**src/rtl/adsl_sf_pkg.sv**
```systemverilog
// Package: shared types and fixed byte values for the superframe multiplexer.
// Assumes: byte-wide channels; the fill values below are defined by the block's requirements.
package adsl_sf_pkg;

    typedef enum logic [2:0] {
        OVH_CRC  = 3'd0,
        OVH_IND0 = 3'd1,
        OVH_IND1 = 3'd2,
        OVH_IND2 = 3'd3,
        OVH_IDLE = 3'd4
    } ovh_kind_e;

    localparam logic [7:0] EOC_IDLE_BYTE = 8'h3C;
    localparam logic [7:0] DATA_FILL     = 8'h00;
    localparam logic [7:0] CTRL_IDLE     = 8'h55;
    localparam logic [7:0] AEX_BYTE      = 8'h00;
    localparam logic [7:0] LEX_BYTE      = 8'hA5;

endpackage

```
**src/rtl/adsl_sf_timer.sv**
```systemverilog
// Module: superframe timer. Counts byte slots within a frame and frames within
// a superframe. Also decodes which kind of overhead byte the current frame carries.
// Assumes: N_FRAMES >= 4 and even, FRAME_LEN >= 2; free-running, never stalls.
module adsl_sf_timer
    import adsl_sf_pkg::*;
#(
    parameter int N_FRAMES  = 68,
    parameter int FRAME_LEN = 52,
    parameter int FR_W      = $clog2(N_FRAMES),
    parameter int IDX_W     = $clog2(FRAME_LEN)
) (
    input  logic             clk,
    input  logic             rst_n,
    output logic [FR_W-1:0]  frame_cnt,
    output logic [IDX_W-1:0] byte_idx,
    output logic             last_frame,
    output logic             even_frame,
    output ovh_kind_e        ovh_kind
);

    localparam logic [FR_W-1:0]  LAST_FR  = FR_W'(N_FRAMES - 1);
    localparam logic [FR_W-1:0]  IND1_FR  = FR_W'(N_FRAMES / 2);
    localparam logic [FR_W-1:0]  IND2_FR  = FR_W'(N_FRAMES / 2 + 1);
    localparam logic [FR_W-1:0]  IND0_FR  = FR_W'(1);
    localparam logic [IDX_W-1:0] LAST_IDX = IDX_W'(FRAME_LEN - 1);

    // Advance the slot index and step the frame counter at the end of each frame.
    always_ff @(posedge clk) begin
        if (!rst_n) begin
            frame_cnt <= '0;
            byte_idx  <= '0;
        end else if (byte_idx == LAST_IDX) begin
            byte_idx  <= '0;
            frame_cnt <= (frame_cnt == LAST_FR) ? '0 : frame_cnt + 1'b1;
        end else begin
            byte_idx  <= byte_idx + 1'b1;
        end
    end

    // Decode the frame role: the sync frame, frame parity and the overhead byte kind.
    always_comb begin
        last_frame = (frame_cnt == LAST_FR);
        even_frame = ~frame_cnt[0];
        if (frame_cnt == '0)          ovh_kind = OVH_CRC;
        else if (frame_cnt == IND0_FR) ovh_kind = OVH_IND0;
        else if (frame_cnt == IND1_FR) ovh_kind = OVH_IND1;
        else if (frame_cnt == IND2_FR) ovh_kind = OVH_IND2;
        else                           ovh_kind = OVH_IDLE;
    end


    frame_wrap_chk: assert property (@(posedge clk) disable iff (!rst_n)
        (frame_cnt == LAST_FR && byte_idx == LAST_IDX) |=> (frame_cnt == '0 && byte_idx == '0));


    idx_range_chk: assert property (@(posedge clk) disable iff (!rst_n)
        byte_idx <= LAST_IDX);


    frame_hold_chk: assert property (@(posedge clk) disable iff (!rst_n)
        (byte_idx != LAST_IDX) |=> $stable(frame_cnt));

endmodule

```
**src/rtl/adsl_path_framer.sv**
```systemverilog
// Module: one latency path's frame assembler. Places an overhead byte, DATA_N
// channel bytes, an optional control slot with AEX byte, and a LEX byte.
// The output is registered and runs one cycle behind the slot index.
// Assumes: the slot index comes from adsl_sf_timer. PATH_LEN <= the frame length.
// A missing byte never stalls the path: it is replaced by fill.
module adsl_path_framer
    import adsl_sf_pkg::*;
#(
    parameter int DATA_N  = 48,
    parameter bit CTRL_EN = 1'b1,
    parameter int IDX_W   = 6
) (
    input  logic             clk,
    input  logic             rst_n,
    input  logic [IDX_W-1:0] byte_idx,
    input  logic             last_frame,
    input  logic             even_frame,
    input  ovh_kind_e        ovh_kind,
    input  logic [7:0]       crc_in,
    input  logic [23:0]      ind_in,
    input  logic [7:0]       ch_data,
    input  logic             ch_valid,
    output logic             ch_ready,
    input  logic [7:0]       ctrl_data,
    input  logic             ctrl_valid,
    output logic             ctrl_ready,
    output logic [7:0]       out_byte,
    output logic             out_vld,
    output logic             out_sof,
    output logic             urun_data,
    output logic             urun_ctrl
);

    localparam int PATH_LEN = DATA_N + 2 + (CTRL_EN ? 2 : 0);
    localparam logic [IDX_W-1:0] DATA_LAST = IDX_W'(DATA_N);
    localparam logic [IDX_W-1:0] CTRL_IDX  = IDX_W'(DATA_N + 1);
    localparam logic [IDX_W-1:0] AEX_IDX   = IDX_W'(DATA_N + 2);
    localparam logic [IDX_W-1:0] LEX_IDX   = IDX_W'(PATH_LEN - 1);

    logic [7:0] nxt_byte;
    logic       in_data_slot;

    // Data slots span slot 1 to DATA_N, and no data is taken in the sync frame.
    always_comb begin
        in_data_slot = (byte_idx != '0) && (byte_idx <= DATA_LAST);
        ch_ready     = in_data_slot && !last_frame;
    end

    // Control slot exists only when enabled, and it is open in even, non-sync frames.
    generate
        if (CTRL_EN) begin : g_ctrl
            assign ctrl_ready = (byte_idx == CTRL_IDX) && !last_frame && even_frame;
        end else begin : g_noctrl
            assign ctrl_ready = 1'b0;
        end
    endgenerate

    // Select the byte for the current slot.
    always_comb begin
        if (byte_idx == '0) begin
            unique case (ovh_kind)
                OVH_CRC:  nxt_byte = crc_in;
                OVH_IND0: nxt_byte = ind_in[7:0];
                OVH_IND1: nxt_byte = ind_in[15:8];
                OVH_IND2: nxt_byte = ind_in[23:16];
                default:  nxt_byte = EOC_IDLE_BYTE;
            endcase
        end else if (in_data_slot) begin
            nxt_byte = (ch_ready && ch_valid) ? ch_data : DATA_FILL;
        end else if (CTRL_EN && byte_idx == CTRL_IDX) begin
            if (ctrl_ready) nxt_byte = ctrl_valid ? ctrl_data : DATA_FILL;
            else if (last_frame) nxt_byte = DATA_FILL;
            else nxt_byte = CTRL_IDLE;
        end else if (CTRL_EN && byte_idx == AEX_IDX) begin
            nxt_byte = AEX_BYTE;
        end else if (byte_idx == LEX_IDX) begin
            nxt_byte = LEX_BYTE;
        end else begin
            nxt_byte = 8'h00;
        end
    end

    // Register the path output and the underrun pulses.
    always_ff @(posedge clk) begin
        if (!rst_n) begin
            out_byte  <= 8'h00;
            out_vld   <= 1'b0;
            out_sof   <= 1'b0;
            urun_data <= 1'b0;
            urun_ctrl <= 1'b0;
        end else begin
            out_byte  <= nxt_byte;
            out_vld   <= (byte_idx <= LEX_IDX);
            out_sof   <= (byte_idx == '0);
            urun_data <= ch_ready && !ch_valid;
            urun_ctrl <= ctrl_ready && !ctrl_valid;
        end
    end


    sync_frame_idle_chk: assert property (@(posedge clk) disable iff (!rst_n)
        last_frame |-> (!ch_ready && !ctrl_ready));


    urun_cause_chk: assert property (@(posedge clk) disable iff (!rst_n)
        urun_data |-> $past(ch_ready && !ch_valid));


    data_pass_chk: assert property (@(posedge clk) disable iff (!rst_n)
        (ch_ready && ch_valid) |=> (out_byte == $past(ch_data)));


    ctrl_parity_chk: assert property (@(posedge clk) disable iff (!rst_n)
        ctrl_ready |-> even_frame);

endmodule

```
**src/rtl/adsl_sf_mux.sv**
```systemverilog
// Module: top of the dual-path superframe multiplexer. One shared timer drives
// an interleaved-path framer (simplex data plus control slot) and a fast-path
// framer (duplex data). The frame number is registered alongside the output bytes.
// Assumes: the interleaved frame is the longer one and sets the frame period.
module adsl_sf_mux
    import adsl_sf_pkg::*;
#(
    parameter int N_FRAMES = 68,
    parameter int AS_N     = 48,
    parameter int LS1_N    = 5,
    parameter int FR_W     = $clog2(N_FRAMES)
) (
    input  logic             clk,
    input  logic             rst_n,
    input  logic [7:0]       as0_data,
    input  logic             as0_valid,
    output logic             as0_ready,
    input  logic [7:0]       ls0_data,
    input  logic             ls0_valid,
    output logic             ls0_ready,
    input  logic [7:0]       ls1_data,
    input  logic             ls1_valid,
    output logic             ls1_ready,
    input  logic [7:0]       crc_il,
    input  logic [7:0]       crc_fast,
    input  logic [23:0]      ind_il,
    input  logic [23:0]      ind_fast,
    output logic [7:0]       il_byte,
    output logic             il_vld,
    output logic             il_sof,
    output logic [7:0]       fast_byte,
    output logic             fast_vld,
    output logic             fast_sof,
    output logic [FR_W-1:0]  frame_num,
    output logic             as0_urun,
    output logic             ls0_urun,
    output logic             ls1_urun
);

    localparam int IL_LEN    = AS_N + 4;
    localparam int IDX_W     = $clog2(IL_LEN);

    logic [FR_W-1:0]  frame_cnt;
    logic [IDX_W-1:0] byte_idx;
    logic             last_frame;
    logic             even_frame;
    ovh_kind_e        ovh_kind;
    logic             il_ctrl_ready, fast_ctrl_ready;
    logic             il_ctrl_urun, fast_ctrl_urun;

    adsl_sf_timer #(
        .N_FRAMES (N_FRAMES),
        .FRAME_LEN(IL_LEN),
        .FR_W     (FR_W),
        .IDX_W    (IDX_W)
    ) u_timer (
        .clk       (clk),
        .rst_n     (rst_n),
        .frame_cnt (frame_cnt),
        .byte_idx  (byte_idx),
        .last_frame(last_frame),
        .even_frame(even_frame),
        .ovh_kind  (ovh_kind)
    );

    adsl_path_framer #(
        .DATA_N (AS_N),
        .CTRL_EN(1'b1),
        .IDX_W  (IDX_W)
    ) u_il (
        .clk       (clk),
        .rst_n     (rst_n),
        .byte_idx  (byte_idx),
        .last_frame(last_frame),
        .even_frame(even_frame),
        .ovh_kind  (ovh_kind),
        .crc_in    (crc_il),
        .ind_in    (ind_il),
        .ch_data   (as0_data),
        .ch_valid  (as0_valid),
        .ch_ready  (as0_ready),
        .ctrl_data (ls0_data),
        .ctrl_valid(ls0_valid),
        .ctrl_ready(il_ctrl_ready),
        .out_byte  (il_byte),
        .out_vld   (il_vld),
        .out_sof   (il_sof),
        .urun_data (as0_urun),
        .urun_ctrl (il_ctrl_urun)
    );

    adsl_path_framer #(
        .DATA_N (LS1_N),
        .CTRL_EN(1'b0),
        .IDX_W  (IDX_W)
    ) u_fast (
        .clk       (clk),
        .rst_n     (rst_n),
        .byte_idx  (byte_idx),
        .last_frame(last_frame),
        .even_frame(even_frame),
        .ovh_kind  (ovh_kind),
        .crc_in    (crc_fast),
        .ind_in    (ind_fast),
        .ch_data   (ls1_data),
        .ch_valid  (ls1_valid),
        .ch_ready  (ls1_ready),
        .ctrl_data (8'h00),
        .ctrl_valid(1'b0),
        .ctrl_ready(fast_ctrl_ready),
        .out_byte  (fast_byte),
        .out_vld   (fast_vld),
        .out_sof   (fast_sof),
        .urun_data (ls1_urun),
        .urun_ctrl (fast_ctrl_urun)
    );

    // The control channel is served by the interleaved framer only. The fast framer's terms are zero.
    always_comb begin
        ls0_ready = il_ctrl_ready | fast_ctrl_ready;
        ls0_urun  = il_ctrl_urun | fast_ctrl_urun;
    end

    // Align the reported frame number with the registered output bytes.
    always_ff @(posedge clk) begin
        if (!rst_n) frame_num <= '0;
        else        frame_num <= frame_cnt;
    end


    il_vld_hold_chk: assert property (@(posedge clk) disable iff (!rst_n)
        il_vld |=> il_vld);


    path_sof_align_chk: assert property (@(posedge clk) disable iff (!rst_n)
        il_sof == fast_sof);


    fast_vld_in_frame_chk: assert property (@(posedge clk) disable iff (!rst_n)
        fast_sof |-> fast_vld);

endmodule

```
**config.mk**
```make
export PLATFORM = sky130hd
export DESIGN_NAME = adsl_sf_mux
export DESIGN_NICKNAME = d
export VERILOG_FILES = /design/src/rtl/adsl_sf_pkg.sv /design/src/rtl/adsl_sf_timer.sv /design/src/rtl/adsl_path_framer.sv /design/src/rtl/adsl_sf_mux.sv
export SDC_FILE = /design/constraint.sdc
export NUM_CORES = 1
export LEC_CHECK = 0
export BUFFER_PORTS_ARGS = -buffer_cell sky130_fd_sc_hd__buf_2
export CAP_MARGIN = 10
export CORE_ASPECT_RATIO = 1.2
export CORE_MARGIN = 4
export CORE_UTILIZATION = 25
export CTS_CLUSTER_DIAMETER = 60
export DETAILED_ROUTE_END_ITERATION = 10
export PLACE_DENSITY = 0.49
export SLEW_MARGIN = 20
export SYNTH_ARGS = -nofsm -noshare
export SYNTH_HDL_FRONTEND = slang
export SYNTH_SLANG_ARGS = --single-unit
```
**constraint.sdc**
```tcl
create_clock -name clk -period 3.2 [get_ports clk]
set_input_delay 0.64 -clock clk [delete_from_list [all_inputs] [get_ports clk]]
set_output_delay 0.64 -clock clk [all_outputs]
set_load 0.03 [all_outputs]
```
Word-level counts from Yosys, hierarchy flattened --
Index checks and enable logic that the tools add are counted.
Storage, ports and cells: flip-flop bits (word level) 42, bits in latches 0, RAM bits 0, ROM bits 0, bits of input ports 93, output and inout bits 33, memories 0
Operators by class: add/sub/neg operators 2, multiply operators 0, divide/modulo/power cells 0, magnitude comparators 4, equal/unequal tests 11, shift operators 0, multiplexer cells 20, bitwise logic cells 2, reductions and logical operators 20
Operators by type and width (count):
- $mux 8 | 12
- $pmux 8 s4 | 2
- $eq 6x6->1 const B | 3
- $eq 7x6->1 const B | 2
- $mux 7 | 2
- $le 6x3->1 const B | 2
- $le 6x6->1 const B | 2
- $mux 3 | 4
- $logic_and 1x1->1 | 11
- $add 7x1->7 const B | 1
- $eq 7x1->1 const B | 1
- $eq 7x7->1 const B | 1
- $logic_not 7->1 | 1
- $add 6x1->6 const B | 1
- $eq 3x2->1 const B | 2
- $eq 6x3->1 const B | 1
- $logic_not 6->1 | 1
- $reduce_bool 6->1 | 1
- $logic_not 1->1 | 4
- $eq 3x1->1 const B | 1
- $logic_not 3->1 | 1
- $not 1->1 | 2
- $reduce_or 2->1 | 1

Depth between registers and ports, before layout --
depth after elaboration 8, depth in mapped cells 9, depth with buffers taken out 6

By module --
From an unflattened synthesis, not the netlist that was laid out.
Unflattened totals: cell total of the unflattened synthesis 255, area, all modules 2458.6 um^2
By module, submodules not included:
- adsl_path_framer at u_il | instances 1, cells an instance 87, area an instance 827.0 um^2
- adsl_sf_timer | instances 1, cells an instance 84, area an instance 738.2 um^2
- adsl_path_framer at u_fast | instances 1, cells an instance 67, area an instance 693.2 um^2
- adsl_sf_mux | instances 1, cells an instance 17, area an instance 200.2 um^2

Worst setup path before layout --
OpenSTA, ideal clock, no wires.
kind reg2out, start point register u_timer.byte_idx[0], end point output as0_ready, data arrival time 1751 ps, setup slack 809 ps, stages on the path, launching flop included 6, cells stage by stage dfxtp_1 > inv_1 > ha_1 > nor3b_1 > mux2i_1 > and2_1
Between the ends: longest elaborated chain between the ends 3, elaborated cells on any way between the ends 4
Ends and longest elaborated chain:
- start: declaration | line adsl_sf_timer.sv:15 | output logic [IDX_W-1:0] byte_idx,
- start signal: assignment | line adsl_sf_timer.sv:36 | byte_idx <= byte_idx + 1'b1;
- $le 6x6->1 or $reduce_bool 6->1 (tied branches) | line adsl_path_framer.sv:45 | in_data_slot = (byte_idx != '0) && (byte_idx <= DATA_LAST);
- $logic_and 1x1->1 (*) | line adsl_path_framer.sv:45
- $logic_and 1x1->1 (*) | line adsl_path_framer.sv:46 | ch_ready = in_data_slot && !last_frame;
- end: declaration | line adsl_sf_mux.sv:17 | output logic as0_ready,
Every way passes the cells marked *; elsewhere a longest branch is shown, timed or not.

Worst setup path in the final report --
start point register u_timer.frame_cnt[0], end point output as0_ready
Between the ends: longest elaborated chain between the ends 3
Ends and longest elaborated chain:
- start: declaration | line adsl_sf_timer.sv:14 | output logic [FR_W-1:0] frame_cnt,
- start signal: assignment | line adsl_sf_timer.sv:34 | frame_cnt <= (frame_cnt == LAST_FR) ? '0 : frame_cnt + 1'b1;
- $eq 7x7->1 | line adsl_sf_timer.sv:42 | last_frame = (frame_cnt == LAST_FR);
- $logic_not 1->1 | line adsl_path_framer.sv:46
- $logic_and 1x1->1 | line adsl_path_framer.sv:46
Every way passes these cells.

==> results.json <==
{
  "run_status": "complete, no violations",
  "slew-limit-headroom_pct": 51.54,
  "finalClockSkew_ns": 0.005925,
  "finish.net_count": 521,
  "clock_sink_count": 42,
  "holdCritPathClass": "reg -> reg",
  "mappedNetlistNets": 416,
  "cp_data_required_time_ns": 2.56,
  "netlist_instances": 315,
  "hold_path_startpoint": "u_timer.byte_idx[0]$_SDFF_PP0_",
  "type_of_the_worst_setup_path": "reg -> out",
  "reg2reg_slack_ns": 0.44,
  "floorplan.core_area_um2": 10110,
  "remaining_drc_errors": 0,
  "grt_util_all_layers_pct": 15.87,
  "num-fill-cells": 1099,
  "multiInputGateArea_um2": 1602,
  "synth_enable_flop_cells": 0,
  "yosys_warnings": 0,
  "fmaxAchievable_ghz": 0.3292,
  "power-per-cell-area_nw_per_um2": 439.6,
  "detail_route.wl_per_cell_um": 18.33,
  "syn2layout_area_growth_pct": 33.59,
  "top_usage_layer": "met2",
  "detailedPlacementHpwl_um": 7910,
  "use_met2_pct": 27.13,
  "synthDominantCellAreaShare_pct": 32.25,
  "vias": 2802,
  "static-leakage-power_nw": 1.562,
  "cts.clk_slew.worst_paths_ns": 0.07,
  "synth.avg_cell_area_um2": 8.278,
  "worst-slew-pin-transition_ns": 0.7085,
  "ys_async_sr_fraction_pct": 0,
  "startpoint_type": "flop",
  "hold_path_depth": 1,
  "viasPerCell": 5.122,
  "cts_tree": "yes",
  "worstPathArrival_ns": 2.40,
  "ff2ff_path_depth": 5,
  "die_footprint_um2": 12130,
  "grt_first_pass_wirelength_um": 14970,
  "synth.yosys.seq_area_share_pct": 32.25,
  "crit_reg_reg_endpoint": "u_fast.out_byte[7]$_SDFF_PN0_",
  "antenna_cells": 0,
  "setup_repair_after_global_routing_missed_its_margin": "no",
  "clockRootBuffer": "sky130_fd_sc_hd__clkbuf_16",
  "cts_resized": 0,
  "ir_worst_vdd_mv": 0.2722,
  "number_of_different_library_cells_in_the_post_synthesis_netlist": 61,
  "detail-route-antenna-nets": 0,
  "crit-reg2reg-launch": "u_timer.frame_cnt[0]$_SDFFE_PN0P_",
  "synth_area_leaders": "sky130_fd_sc_hd__dfxtp_1 (32%), sky130_fd_sc_hd__nand2_1 (4.6%), sky130_fd_sc_hd__ha_1 (3.8%)",
  "setup-violations-final": 0,
  "minimum_setup_slack_after_placement_ns": 0.4841,
  "layout.area.seq_um2": 840.8,
  "routed_wirelength_um": 10030,
  "yosys.area.top_type": "sky130_fd_sc_hd__dfxtp_1",
  "drv.max_cap_violation_count": 0,
  "final-hold-violation-count": 0,
  "die_width_um": 101.2,
  "clk-insertion-delay-late_ns": 0.28,
  "design.portCount": 126,
  "floorplan.die.height_um": 119.9,
  "placementRows": 40,
  "synth-main-ff-cell": "sky130_fd_sc_hd__dfxtp_1",
  "layout_worst_path_cycle_share_pct": 94.92,
  "detail_route.first_pass.iterations": 4,
  "global_route.overflow_total": 0,
  "number_of_global_route_vias_before_repair": 2850,
  "setup_ws_ns": 0.1624,
  "ctsHtreeMaxLevel": 2,
  "finalSetupTns_ns": 0,
  "fraction_of_layout_instances_using_a_drive_strength_above_1_pct": 35.63,
  "post_cts.repair.setup_buffers": 0,
  "holdPathEnd": "u_timer.byte_idx[0]$_SDFF_PP0_",
  "grt_max_degree": 34,
  "cts_hold_repair.buffers": 0,
  "gp_congestion": 0.8449,
  "grt.met3_usage_pct": 3.314,
  "port_buffers": 125,
  "dr.first_iter.drc_count": 171,
  "crit_fanout": 13,
  "layout_min_cycle_time_ns": 3.038,
  "use_met1_pct": 19.53,
  "cts_buffer_depth": 2,
  "tritoncts.num_buffers": 5,
  "final_max_slew_viol_count": 0,
  "initial_antenna_violation_count": 0,
  "critPathCaptureType": "primary output",
  "syn-cell-area_um2": 2608,
  "initial_core_util_pct": 25.79,
  "synth-seq-cells": 42
}
kinds of logic (layout without fill, tap and decap cells):
logic type               count (synthesis)  count (layout)  synth area share (%)
AO/OA/AOI/OAI                           88              88                 25.96
XOR/XNOR                                 8               8                 2.687
adder cells (fa/ha/maj)                  8               8                 3.839
buffers and inverters                   39             145                 6.573
flip-flops                              42              42                 32.25
multiplexers                             3               3                 1.248
AND/OR/NAND/NOR                        127             127                 27.45
area by class of cell:
class                   count  area share [%]
flip-flops and latches     42           24.14
repair buffers            130           19.04
multi-input cells         234           45.98
well taps                 126           4.526
clock buffers               5           3.592
inverters                   7          0.7543
clock inverters             3           1.976
registers in the layout (all words and copies together) (netlist names):
| signal | flops |
|---|---|
| u_il.out_byte | 8 |
| u_il.urun_ctrl | 1 |
| u_il.urun_data | 1 |
| u_fast.out_byte | 8 |
| u_fast.urun_data | 1 |
| u_fast.out_vld | 1 |
| u_il.out_sof | 1 |
| frame_num | 7 |
| u_timer.byte_idx | 6 |
| u_il.out_vld | 1 |
| u_timer.frame_cnt | 7 |
cell usage after synthesis, types with 2 or more instances:
| cell type | number |
|---|---|
| sky130_fd_sc_hd__nor2b_1 | 2 |
| sky130_fd_sc_hd__nor3_1 | 4 |
| sky130_fd_sc_hd__nand4_1 | 9 |
| sky130_fd_sc_hd__a22oi_1 | 8 |
| sky130_fd_sc_hd__o21ai_0 | 8 |
| sky130_fd_sc_hd__clkbuf_1 | 23 |
| sky130_fd_sc_hd__and2_1 | 10 |
| sky130_fd_sc_hd__nand3b_1 | 3 |
| sky130_fd_sc_hd__or3_1 | 2 |
| sky130_fd_sc_hd__xnor2_1 | 2 |
| sky130_fd_sc_hd__nand3_1 | 10 |
| sky130_fd_sc_hd__a21oi_1 | 13 |
| sky130_fd_sc_hd__nor4bb_1 | 3 |
| sky130_fd_sc_hd__a221oi_1 | 4 |
| sky130_fd_sc_hd__a311o_1 | 2 |
| sky130_fd_sc_hd__nand2_1 | 32 |
| sky130_fd_sc_hd__nor4_1 | 2 |
| sky130_fd_sc_hd__xor2_1 | 6 |
| sky130_fd_sc_hd__o31a_1 | 3 |
| sky130_fd_sc_hd__and3b_1 | 8 |
| sky130_fd_sc_hd__a2111oi_2 | 5 |
| sky130_fd_sc_hd__a22o_1 | 3 |
| sky130_fd_sc_hd__buf_2 | 5 |
| sky130_fd_sc_hd__buf_6 | 2 |
| sky130_fd_sc_hd__and3_1 | 9 |
| sky130_fd_sc_hd__o211ai_1 | 5 |
| sky130_fd_sc_hd__a211oi_1 | 13 |
| sky130_fd_sc_hd__o2bb2ai_1 | 2 |
| sky130_fd_sc_hd__nor3b_1 | 4 |
| sky130_fd_sc_hd__inv_1 | 6 |
| sky130_fd_sc_hd__ha_1 | 8 |
| sky130_fd_sc_hd__a21o_1 | 2 |
| sky130_fd_sc_hd__nor2_1 | 19 |
| sky130_fd_sc_hd__o21a_1 | 4 |
| sky130_fd_sc_hd__mux2_2 | 2 |
| sky130_fd_sc_hd__dfxtp_1 | 42 |
| sky130_fd_sc_hd__a311oi_1 | 2 |
| sky130_fd_sc_hd__a31oi_1 | 2 |
| sky130_fd_sc_hd__a2111oi_0 | 4 |
report_power, final:
part / internal [mW] / leakage [nW] / switching, mW / total, mW
Clock: 0.449 / 0.0940 / 0.222 / 0.671
Sequential: 0.551 / 0.344 / 0.0131 / 0.564
Combinational: 0.115 / 1.12 / 0.181 / 0.296
Total: 1.12 / 1.56 / 0.416 / 1.53
per-stage QoR:
stage	power [mW]	utilization, %	std cells	hold slack (ns)	cell area (µm²)
final	1.531	34.46	547	0.5103	3483
after global routing	1.593	34.46	547	0.5315	3483
after CTS	1.544	34.46	547	0.5138	3483
after detailed placement	0.8726	32.54	539	0.4987	3289
after global placement	0.8738	32.54	539	0.4832	3289
after floorplan	0.7508	-	315	0.4651	2608
how the worst max path moves through the flow:
| stage | from | cells past startpoint | slack [ns] | end |
|---|---|---|---|---|
| 3_5_place_dp | u_timer.frame_cnt[0]$_SDFFE_PN0P_ | 5 | 0.48 | as0_ready |
| 5_1_grt | u_timer.byte_idx[0]$_SDFF_PP0_ | 6 | 0.02 | as0_ready |
| 4_1_cts | u_timer.frame_cnt[0]$_SDFFE_PN0P_ | 5 | 0.18 | as0_ready |
| 2_1_floorplan | u_timer.byte_idx[0]$_SDFF_PP0_ | 5 | 0.81 | as0_ready |
| 6_report | u_timer.frame_cnt[0]$_SDFFE_PN0P_ | 5 | 0.16 | as0_ready |
| 3_3_place_gp | u_timer.frame_cnt[0]$_SDFFE_PN0P_ | 5 | 0.56 | as0_ready |
cell usage in the layout (no fill, tap or decap), types with 8 or more instances in the layout:
cell type / Yosys / final
sky130_fd_sc_hd__o21ai_0: 8 / 8
sky130_fd_sc_hd__and3_1: 9 / 9
sky130_fd_sc_hd__buf_2: 5 / 125
sky130_fd_sc_hd__nand3_1: 10 / 10
sky130_fd_sc_hd__nand2_1: 32 / 32
sky130_fd_sc_hd__nor2_1: 19 / 19
sky130_fd_sc_hd__a21oi_1: 13 / 13
sky130_fd_sc_hd__dfxtp_1: 42 / 42
sky130_fd_sc_hd__nand4_1: 9 / 9
sky130_fd_sc_hd__and3b_1: 8 / 8
sky130_fd_sc_hd__a22oi_1: 8 / 8
sky130_fd_sc_hd__ha_1: 8 / 8
sky130_fd_sc_hd__a211oi_1: 13 / 13
sky130_fd_sc_hd__and2_1: 10 / 10
per-layer routing:
metal | share of wire, % | vias up | wire length, µm
met2 | 49 | 102 | 4919
li1 | - | 1383 | -
met5 | 0 | - | 0
met4 | 2.6 | 0 | 261
met1 | 41 | 1300 | 4114
met3 | 7.3 | 17 | 730
critical path: stages (launching register included):
cell	delay (ns)
sky130_fd_sc_hd__dfxtp_1	0.58
sky130_fd_sc_hd__ha_1	0.53
sky130_fd_sc_hd__nand2_1	0.20
sky130_fd_sc_hd__or2_1	0.41
sky130_fd_sc_hd__and2_1	0.21
sky130_fd_sc_hd__buf_2	0.18
Power figures use the tool's default switching activity.
